===== config.mk =====
export PLATFORM = sky130hd
export DESIGN_NAME = sdram_req_split
export DESIGN_NICKNAME = d
export VERILOG_FILES = /design/src/rtl/sreq_pkg.sv /design/src/rtl/sreq_addr_decode.sv /design/src/rtl/sreq_piece_len.sv /design/src/rtl/sdram_req_split.sv
export SDC_FILE = /design/constraint.sdc
export NUM_CORES = 1
export LEC_CHECK = 0
export ABC_AREA = 1
export BUFFER_PORTS_ARGS = -buffer_cell sky130_fd_sc_hd__buf_4
export CAP_MARGIN = 20
export CORE_MARGIN = 2
export CORE_UTILIZATION = 50
export CTS_CLUSTER_DIAMETER = 150
export DETAILED_ROUTE_END_ITERATION = 7
export PLACE_DENSITY = 0.74
export SLEW_MARGIN = 20
export SYNTH_ARGS = -nofsm -noshare
export SYNTH_HDL_FRONTEND = slang
export SYNTH_SLANG_ARGS = --single-unit

===== constraint.sdc =====
create_clock -name clk -period 5.6 [get_ports clk]
set_input_delay 0.28 -clock clk [delete_from_list [all_inputs] [get_ports clk]]
set_output_delay 0.28 -clock clk [all_outputs]
set_load 0.01 [all_outputs]

===== src/rtl/sreq_pkg.sv =====
package sreq_pkg;
   localparam int MIN_COL_BITS = 8;
   localparam int MAX_COL_BITS = 11;
   localparam int WRAP_LEN     = 4;

   typedef enum logic [1:0] {
      ST_IDLE  = 2'd0,
      ST_ISSUE = 2'd1,
      ST_DONE  = 2'd2
   } sreq_state_e;

   // number of column bits for a width code
   function automatic int col_bits(input logic [1:0] sel);
      return MIN_COL_BITS + int'(sel);
   endfunction
endpackage


===== src/rtl/sreq_addr_decode.sv =====
module sreq_addr_decode
   import sreq_pkg::*;
#(
   parameter int ADDR_W    = 25,
   parameter int BANK_W    = 2,
   parameter int ROW_W     = 12,
   parameter int COL_OUT_W = 12
) (
   input  logic [ADDR_W-1:0]    addr,
   input  logic [1:0]           col_sel,
   output logic [COL_OUT_W-1:0] col,
   output logic [BANK_W-1:0]    bank,
   output logic [ROW_W-1:0]     row
);
   logic [ADDR_W-1:0] col_mask;
   logic [ADDR_W-1:0] above;

   always_comb begin
      col_mask = (ADDR_W'(1) << col_bits(col_sel)) - ADDR_W'(1);
      col      = COL_OUT_W'(addr & col_mask);
      above    = addr >> col_bits(col_sel);
   end

   // bank sits right above the column, row right above the bank
   generate
      if (BANK_W == 1) begin : g_two_bank
         assign bank = above[0];
      end else begin : g_multi_bank
         assign bank = above[BANK_W-1:0];
      end
   endgenerate

   assign row = ROW_W'(above >> BANK_W);
endmodule


===== src/rtl/sreq_piece_len.sv =====
module sreq_piece_len
   import sreq_pkg::*;
#(
   parameter int LEN_W     = 9,
   parameter int COL_OUT_W = 12
) (
   input  logic [COL_OUT_W-1:0] col,
   input  logic [1:0]           col_sel,
   input  logic [LEN_W-1:0]     rem,
   input  logic                 wrap,
   output logic [LEN_W-1:0]     plen,
   output logic                 last
);
   localparam int SZ_W = (LEN_W > MAX_COL_BITS + 1) ? LEN_W : MAX_COL_BITS + 1;

   logic [SZ_W-1:0] room;
   logic [SZ_W-1:0] rem_x;

   always_comb begin
      room  = (SZ_W'(1) << col_bits(col_sel)) - SZ_W'(col);
      rem_x = SZ_W'(rem);
      if (wrap) begin
         plen = LEN_W'(WRAP_LEN);
         last = 1'b1;
      end else if (rem_x <= room) begin
         plen = rem;
         last = 1'b1;
      end else begin
         plen = LEN_W'(room);
         last = 1'b0;
      end
   end
endmodule


===== src/rtl/sdram_req_split.sv =====
module sdram_req_split
   import sreq_pkg::*;
#(
   parameter int ROW_W     = 12,
   parameter int NUM_BANKS = 4,
   parameter int LEN_W     = 9,
   parameter int COL_OUT_W = 12,
   localparam int BANK_W   = (NUM_BANKS > 2) ? $clog2(NUM_BANKS) : 1,
   localparam int ADDR_W   = MAX_COL_BITS + BANK_W + ROW_W
) (
   input  logic                 clk,
   input  logic                 rst_n,
   input  logic                 init_done,
   input  logic [1:0]           cfg_col_sel,
   input  logic                 app_req,
   input  logic [ADDR_W-1:0]    app_addr,
   input  logic [ADDR_W-1:0]    app_mask,
   input  logic [LEN_W-1:0]     app_len,
   input  logic                 app_wrap,
   input  logic                 app_write,
   output logic                 app_ack,
   output logic                 core_free,
   output logic                 sub_valid,
   input  logic                 sub_ack,
   output logic [BANK_W-1:0]    sub_bank,
   output logic [ROW_W-1:0]     sub_row,
   output logic [COL_OUT_W-1:0] sub_col,
   output logic [LEN_W-1:0]     sub_len,
   output logic                 sub_start,
   output logic                 sub_last,
   output logic                 sub_write
);
   generate
      if (!(NUM_BANKS == 2 || NUM_BANKS == 4)) begin : g_bad_banks
         $error("NUM_BANKS must be 2 or 4");
      end
      if (LEN_W < 3) begin : g_bad_len
         $error("LEN_W must hold the wrap length");
      end
      if (COL_OUT_W < MAX_COL_BITS) begin : g_bad_col
         $error("COL_OUT_W too narrow for the widest column");
      end
   endgenerate

   sreq_state_e       state_q;
   logic [ADDR_W-1:0] base_q, cur_q, mask_q;
   logic [LEN_W-1:0]  rem_q;
   logic [1:0]        csel_q;
   logic              wrap_q, wr_q, first_q;

   logic [LEN_W-1:0]  plen;
   logic              plast;
   logic [ADDR_W-1:0] next_addr;

   sreq_addr_decode #(
      .ADDR_W(ADDR_W), .BANK_W(BANK_W), .ROW_W(ROW_W), .COL_OUT_W(COL_OUT_W)
   ) u_dec (
      .addr(cur_q), .col_sel(csel_q), .col(sub_col), .bank(sub_bank), .row(sub_row)
   );

   sreq_piece_len #(
      .LEN_W(LEN_W), .COL_OUT_W(COL_OUT_W)
   ) u_len (
      .col(sub_col), .col_sel(csel_q), .rem(rem_q), .wrap(wrap_q),
      .plen(plen), .last(plast)
   );

   assign next_addr = (base_q & ~mask_q) | ((cur_q + ADDR_W'(plen)) & mask_q);

   always_ff @(posedge clk or negedge rst_n) begin
      if (!rst_n) begin
         state_q <= ST_IDLE;
         base_q  <= '0;
         cur_q   <= '0;
         mask_q  <= '0;
         rem_q   <= '0;
         csel_q  <= '0;
         wrap_q  <= 1'b0;
         wr_q    <= 1'b0;
         first_q <= 1'b0;
      end else begin
         case (state_q)
            ST_IDLE: begin
               if (app_req && init_done) begin
                  state_q <= ST_ISSUE;
                  base_q  <= app_addr;
                  cur_q   <= app_addr;
                  mask_q  <= app_mask;
                  rem_q   <= app_len;
                  csel_q  <= cfg_col_sel;
                  wrap_q  <= app_wrap;
                  wr_q    <= app_write;
                  first_q <= 1'b1;
               end
            end
            ST_ISSUE: begin
               if (sub_ack) begin
                  if (plast) begin
                     state_q <= ST_DONE;
                  end else begin
                     cur_q   <= next_addr;
                     rem_q   <= rem_q - plen;
                     first_q <= 1'b0;
                  end
               end
            end
            default: state_q <= ST_IDLE;
         endcase
      end
   end

   assign sub_valid = (state_q == ST_ISSUE);
   assign app_ack   = (state_q == ST_DONE);
   assign core_free = (state_q == ST_IDLE) && init_done;
   assign sub_len   = plen;
   assign sub_last  = plast;
   assign sub_start = first_q;
   assign sub_write = wr_q;

   // an unaccepted piece stays put
   p_hold_stable_r7: assert property (@(posedge clk) disable iff (!rst_n)
      sub_valid && !sub_ack |=> sub_valid &&
      $stable({sub_bank, sub_row, sub_col, sub_len, sub_start, sub_last, sub_write}));

   // acknowledge lasts one cycle and follows the final piece
   p_ack_single_r8: assert property (@(posedge clk) disable iff (!rst_n)
      app_ack |=> !app_ack);
   p_ack_after_last_r8: assert property (@(posedge clk) disable iff (!rst_n)
      $rose(app_ack) |-> $past(sub_valid && sub_ack && sub_last));

   // nothing issued before initialisation
   p_init_gate_r9: assert property (@(posedge clk) disable iff (!rst_n)
      !init_done && !sub_valid |=> !sub_valid);

   // wrap request is one piece of four
   p_wrap_single_r5: assert property (@(posedge clk) disable iff (!rst_n)
      sub_valid && wrap_q |-> sub_last && sub_start && (sub_len == LEN_W'(WRAP_LEN)));

   // column never wider than the configured width
   p_col_fits_r1: assert property (@(posedge clk) disable iff (!rst_n)
      sub_valid |-> ((sub_col >> col_bits(csel_q)) == '0));

   // after a non-final piece is taken, the next is not marked first
   p_start_once_r6: assert property (@(posedge clk) disable iff (!rst_n)
      sub_valid && sub_ack && !sub_last |=> sub_valid && !sub_start);
endmodule


==> results.py, run 1 <==
metrics = {
    "run_status": {
        "status": "complete, no violations",
    },
    "worst_setup_path": {
        "cp.arrival_ps": 5280,
        "worst_path_largest_cell_delay_ps": 450,
        "slowest_stage": "fa_1",
        "crit_path_start_kind": "flip-flop",
        "worst_setup_path_end_kind": "flip-flop",
        "path_common_cell": "nand2_1",
        "crit_path_start": "cur_q[0]$_DFFE_PN0P_",
        "crit_required_ps": 5870,
        "r2r-start": "cur_q[0]$_DFFE_PN0P_",
        "path_max_fanout": 14,
        "critical_path_class": "reg2reg",
    },
    "placement": {
        "place.gp.congestion": 0.9102,
        "io_buffers": 107,
        "place_worst_setup_slack_ps": 605.5,
        "dp.cells": 1137,
        "dp_hpwl_um": 12690,
    },
    "route": {
        "viasPerCell": 5.226,
        "wl_per_cell_um": 14.93,
        "totalWireLength_um": 17220,
        "vias": 6031,
        "drtAntennaViolNets": 0,
        "drc": 0,
        "drt-initial-drc-count": 439,
        "firstDrtPassIters": 5,
    },
    "synth": {
        "syn_area_um2": 6402,
        "syn_nets": 988,
        "synth_commonest_cells": "nand2_1 (335), dfrtp_1 (91), inv_1 (78), nand3_1 (59), nor2_1 (56)",
        "synthFlopType": "dfrtp_1",
        "yosys.area.top_type": "dfrtp_1",
        "synth-edff-count": 0,
        "syn_area_per_cell_um2": 7.194,
        "syn_inst": 890,
        "ys_types": 41,
        "synth.most_common_cell": "nand2_1",
        "ys_seq_elements": 91,
        "async_flop_share_pct": 100.0,
        "ys_seq_area_share_pct": 35.57,
        "synth_area_leaders": "dfrtp_1 (36%), nand2_1 (20%), ha_1 (5.5%)",
        "yosysTopAreaCellShare_pct": 35.57,
        "synth_warnings": 0,
    },
    "global_route": {
        "grt_pass1_wl_um": 27850,
        "grt_use_total_pct": 26.09,
        "grt_max_degree": 64,
        "grt_overflow": 0,
        "grt_pass1_vias": 5577,
        "grt_antenna_before_repair": 0,
    },
    "timing": {
        "slew_headroom_pct": 36.98,
        "clock_skew_ps": 10.06,
        "setup_viol_count_final": 0,
        "max_freq_ghz": 0.1995,
        "finalCriticalPeriod_ps": 5014,
        "grt_setup_unrepaired": "false",
        "post-route-period-util_pct": 89.53,
        "hold_ws_ps": 116.9,
        "finalHoldViolations": 0,
        "setup_tns_ps": 0,
        "setup_ws_ps": 586.4,
        "tightest_slew_ps": 943.9,
        "slew_viol_final": 0,
    },
    "power_and_ir_drop": {
        "peakVddDrop_uv": 237.8,
        "combPwrFrac_pct": 62.5,
        "seq_power_share_pct": 25.2,
        "pwr_density_cell_nw_per_um2": 700.9,
        "p_int_mw": 2.657,
        "switchingPower_mw": 2.649,
        "leakagePower_nw": 3.945,
        "swShare_pct": 49.92,
        "power_frac_clock_pct": 12.3,
    },
    "cts": {
        "cts_root_buf": "clkbuf_16",
        "cts_tree": "built",
        "cts.sinks": 91,
        "cts.htree.levels": 3,
        "clock_path_buffers": 2,
        "path_clk_slew_ps": 70,
        "clock_latency_ps": 350,
        "cts_buffers": 9,
        "post_cts_buffers": 0,
    },
    "worst_hold_path": {
        "worstHoldStart": "app_mask[6]",
        "hold_class": "in2reg",
    },
    "cells_and_area": {
        "drive_above_1_share_pct": 18.23,
        "antenna_cells": 0,
        "area_delta_synth_final_pct": 18.25,
        "nets": 1075,
        "fin_util_pct": 60.24,
        "fin_cells": 1154,
    },
    "job": {
        "cap_violations": 0,
    },
    "floorplanning": {
        "die_x_um": 117.2,
        "die_y_um": 117.2,
        "rows": 41,
        "die-area_um2": 13730,
        "core_area_um2": 12570,
        "initial_core_util_pct": 50.94,
        "ioPinCount": 109,
    },
}
[cell families after synthesis]
group	count (synthesis)	synth area share [%]
muxes	7	1.094
xor gates and xnor gates	17	2.326
AOI/OAI and AO/OA	130	14.13
DFF	91	35.57
and+or+nand+nor	495	32.38
other	1	0.05857
adders and majority gates	30	6.097
buffers and inverters	119	8.345
[per-layer routing]
metal | wire length (µm) | global-route usage (%) | vias to the layer above
met5 | 0 | 0 | -
met4 | 390 | 9.647 | 0
met3 | 815 | 3.347 | 22
met2 | 7889 | 40.92 | 177
met1 | 8129 | 37.11 | 2766
li1 | - | - | 3066
[stage by stage]
| step | area, µm² | power (mW) |
|---|---|---|
| after floorplan | 6402 | 3.679 |
| after global placement | 7234 | 4.565 |
| after detailed placement | 7234 | 4.605 |
| after CTS | 7566 | 5.294 |
| after global routing | 7571 | 5.813 |
| final | 7571 | 5.307 |
[placed cells by master (no fill, tap or decap), types with 9 or more instances in the layout]
master | Yosys | final
nand4_1 | 9 | 9
o211ai_2 | 20 | 20
or2_2 | 11 | 11
nor3_1 | 10 | 9
ha_1 | 28 | 28
buf_4 | 10 | 112
xor2_1 | 11 | 11
nand3_1 | 59 | 59
nand2_1 | 335 | 334
a21oi_1 | 21 | 21
inv_1 | 78 | 78
clkbuf_16 | 0 | 9
nor2_1 | 56 | 56
o211ai_1 | 14 | 14
o21ai_0 | 55 | 54
dfrtp_1 | 91 | 91
[flip-flops by register name, summed over array words and instances (netlist names)]
| name | flops |
|---|---|
| base_q | 25 |
| cur_q | 25 |
| mask_q | 25 |
| rem_q | 9 |
| csel_q | 2 |
| state_q | 2 |
| sub_start | 1 |
| sub_write | 1 |
| wrap_q | 1 |
[power groups by stage]
stage	logic (mW)	clock network (mW)	registers (mW)
2_1_floorplan	2.48	0	1.20
3_3_place_gp	3.24	0	1.33
3_5_place_dp	3.27	0	1.33
4_1_cts	3.30	0.662	1.33
5_1_grt	3.74	0.688	1.38
6_report	3.32	0.654	1.34
[path summary, 6_finish.rpt]
| kind | end | slack (ps) | cells past startpoint |
|---|---|---|---|
| min in group asynchronous | rem_q[3]$_DFFE_PN0P_ | 420 | 2 |
| setup reg to reg | cur_q[24]$_DFFE_PN0P_ | 590 | 29 |
| hold / removal | mask_q[6]$_DFFE_PN0P_ | 120 | 3 |
| max in group asynchronous | cur_q[13]$_DFFE_PN0P_ | 4110 | 3 |
| setup / recovery | cur_q[24]$_DFFE_PN0P_ | 590 | 29 |
| hold reg to reg | sub_start$_DFFE_PN0P_ | 480 | 2 |
[worst max-delay path, delay by kind of cell (launching register included)]
kind            cells  cell delay [ps]
compound gates      6             1160
xor+xnor            1              210
fa+ha+maj           4             1050
buf+inv             3              280
flops               1              420
simple gates       15             1790
[timing repair]
action                                  4_1_cts  5_1_grt
hold endpoints to repair                     37        0
endpoints found under the setup margin        0        3
hold buffers                                  1        0
resized for setup                             0        2
[cell type report]
| type | instances | area (µm²) |
|---|---|---|
| clock buffer | 12 | 266.5 |
| clock inverter | 4 | 55.05 |
| fill | 1212 | 4997 |
| inverter | 82 | 307.8 |
| multi-input combinational | 680 | 3598 |
| sequential | 91 | 2277 |
| tap | 172 | 215.2 |
| timing repair buffer | 113 | 850.8 |
Note: power is estimated with default switching activity, not from simulation.
==> inputs of run 2 (changes only) <==
CORE_UTILIZATION = 57   (was 50)
PLACE_DENSITY = 0.83   (was 0.74)
==> run 2 against run 1 <==
  * Sequential power about the same
  * Critical path depth down 1
  * Total power down 4.9%
  * Core utilization up 7.5 points
==> results.py, run 2 (synthesis results as in run 1) <==
metrics = {
    "run_status": {
        "status": "complete, no violations",
    },
    "timing": {
        "hold_ws_ps": 87.83,
        "slew_viol_final": 0,
        "finalCriticalPeriod_ps": 4999,
        "post-route-period-util_pct": 89.27,
        "setup_tns_ps": 0,
        "grt_setup_unrepaired": "false",
        "slew_headroom_pct": 38.69,
        "finalHoldViolations": 0,
        "tightest_slew_ps": 918.3,
        "max_freq_ghz": 0.2000,
        "setup_viol_count_final": 0,
        "clock_skew_ps": 17.26,
        "setup_ws_ps": 600.8,
    },
    "floorplanning": {
        "ioPinCount": 109,
        "core_area_um2": 10890,
        "die-area_um2": 12100,
        "die_x_um": 110.0,
        "initial_core_util_pct": 58.80,
        "die_y_um": 110.0,
        "rows": 38,
    },
    "route": {
        "vias": 6107,
        "firstDrtPassIters": 5,
        "drt-initial-drc-count": 546,
        "drtAntennaViolNets": 0,
        "totalWireLength_um": 16520,
        "wl_per_cell_um": 14.75,
        "drc": 0,
        "viasPerCell": 5.453,
    },
    "cells_and_area": {
        "reg_top3": "base_q x25, cur_q x25, mask_q x25",
        "layout_commonest_cell": "nand2_1",
        "antenna_cells": 0,
        "filler_cell_count": 948,
        "final-seq-area_um2": 2277,
        "nets": 1074,
        "area_delta_synth_final_pct": 15.24,
        "multiInputGateArea_um2": 3598,
        "drive_above_1_share_pct": 18.06,
        "final_cell_mix": "nand2_1 (334), buf_4 (111), dfrtp_1 (91)",
    },
    "worst_setup_path": {
        "cp.arrival_ps": 5250,
        "path_max_fanout": 14,
        "rr_worst_depth": 28,
        "path_common_cell": "nand2_1",
        "r2r-start": "cur_q[0]$_DFFE_PN0P_",
        "r2r_setup_slack_ps": 600,
        "crit_path_start_kind": "flip-flop",
        "worst_path_largest_cell_delay_ps": 450,
        "critical_path_class": "reg2reg",
        "crit_required_ps": 5850,
        "reg2reg_to": "cur_q[20]$_DFFE_PN0P_",
        "slowest_stage": "dfrtp_1",
        "worst_setup_path_end_kind": "flip-flop",
    },
    "power_and_ir_drop": {
        "p_int_mw": 2.434,
        "combPwrFrac_pct": 64.8,
        "switchingPower_mw": 2.611,
        "peakVddDrop_uv": 376.4,
        "swShare_pct": 51.75,
        "seq_power_share_pct": 26.8,
        "pwr_density_cell_nw_per_um2": 683.9,
        "leakagePower_nw": 3.879,
        "power_frac_clock_pct": 8.5,
    },
    "placement": {
        "place.gp.congestion": 0.9674,
        "place_worst_setup_slack_ps": 597.5,
        "io_buffers": 107,
        "dp_hpwl_um": 12400,
    },
    "cts": {
        "cts.sinks": 91,
        "clock_path_buffers": 2,
        "cts_tree": "built",
        "path_clk_slew_ps": 100,
        "cts_buffers": 9,
        "cts.htree.levels": 3,
        "cts_root_buf": "clkbuf_8",
        "clock_latency_ps": 380,
    },
    "worst_hold_path": {
        "worstHoldStart": "app_mask[14]",
        "hold_class": "in2reg",
        "min_to": "mask_q[14]$_DFFE_PN0P_",
        "whs_path_depth": 3,
    },
    "job": {
        "cap_violations": 0,
    },
    "global_route": {
        "global_route.usage.met2_pct": 45.49,
        "grt_overflow": 0,
        "grt.met3_usage_pct": 4.350,
        "grt_pass1_vias": 5633,
        "grt_use_total_pct": 28.60,
        "use_met1_pct": 39.76,
        "grt_antenna_before_repair": 0,
        "grt_busiest_layer": "met2",
        "grt_max_degree": 64,
        "grt_pass1_wl_um": 26940,
    },
}
run 2: critical path, delay by kind of cell (launching register included):
kind                       cells  cell delay (ps)
DFF                            1              450
adders and majority gates      4             1150
buffers and inverters          3              300
and+or+nand+nor               14             1710
AOI/OAI and AO/OA              6             1150
xor gates and xnor gates       1               90
run 2: routing by layer:
metal  vias up  routed length, µm
li1       3072                  -
met2       226               7539
met3        26               1009
met4         0                339
met1      2783               7630
met5         -                  0
run 2: power by group through the flow:
stage / registers [mW] / logic, mW / clock network [mW]
5_1_grt: 1.39 / 3.68 / 0.454
3_5_place_dp: 1.35 / 3.23 / 0
3_3_place_gp: 1.34 / 3.17 / 0
2_1_floorplan: 1.20 / 2.48 / 0
4_1_cts: 1.34 / 3.24 / 0.433
6_report: 1.35 / 3.27 / 0.426
run 2: worst max-delay path by stage:
stage	cells after the start	slack, ps	to	startpoint
final	28	600	cur_q[20]$_DFFE_PN0P_	cur_q[0]$_DFFE_PN0P_
after global routing	28	20	cur_q[20]$_DFFE_PN0P_	cur_q[0]$_DFFE_PN0P_
after CTS	27	560	cur_q[20]$_DFFE_PN0P_	cur_q[0]$_DFFE_PN0P_
after detailed placement	28	600	cur_q[24]$_DFFE_PN0P_	cur_q[0]$_DFFE_PN0P_
after global placement	29	790	cur_q[24]$_DFFE_PN0P_	cur_q[0]$_DFFE_PN0P_
after floorplan	30	1080	cur_q[24]$_DFFE_PN0P_	cur_q[0]$_DFFE_PN0P_
run 2: timing repair:
| action | CTS | global route |
|---|---|---|
| setup endpoints to repair | 0 | 2 |
| buffers inserted | 0 | 0 |
| hold buffers | 1 | 0 |
| hold endpoints to repair | 33 | 0 |
| resized for setup | 0 | 1 |
run 2: final cells by class:
type                    instances  share of cell area, %
multi-input cells             680                  48.77
flip-flops and latches         91                  30.86
repair buffers                112                  11.43
inverters                      82                  4.172
well taps                     140                  2.374
clock buffers                  10                  1.865
clock inverters                 5                 0.5257
run 2: metrics by stage:
step                instance area (µm²)  total power, mW  util (%)  instances
floorplan                          6402            3.679         -        890
global placement                   7187            4.509     66.01       1104
detailed placement                 7187            4.573     66.01       1104
CTS                                7373            5.015     67.72       1120
global route                       7378            5.523     67.77       1120
finish                             7378            5.046     67.77       1120
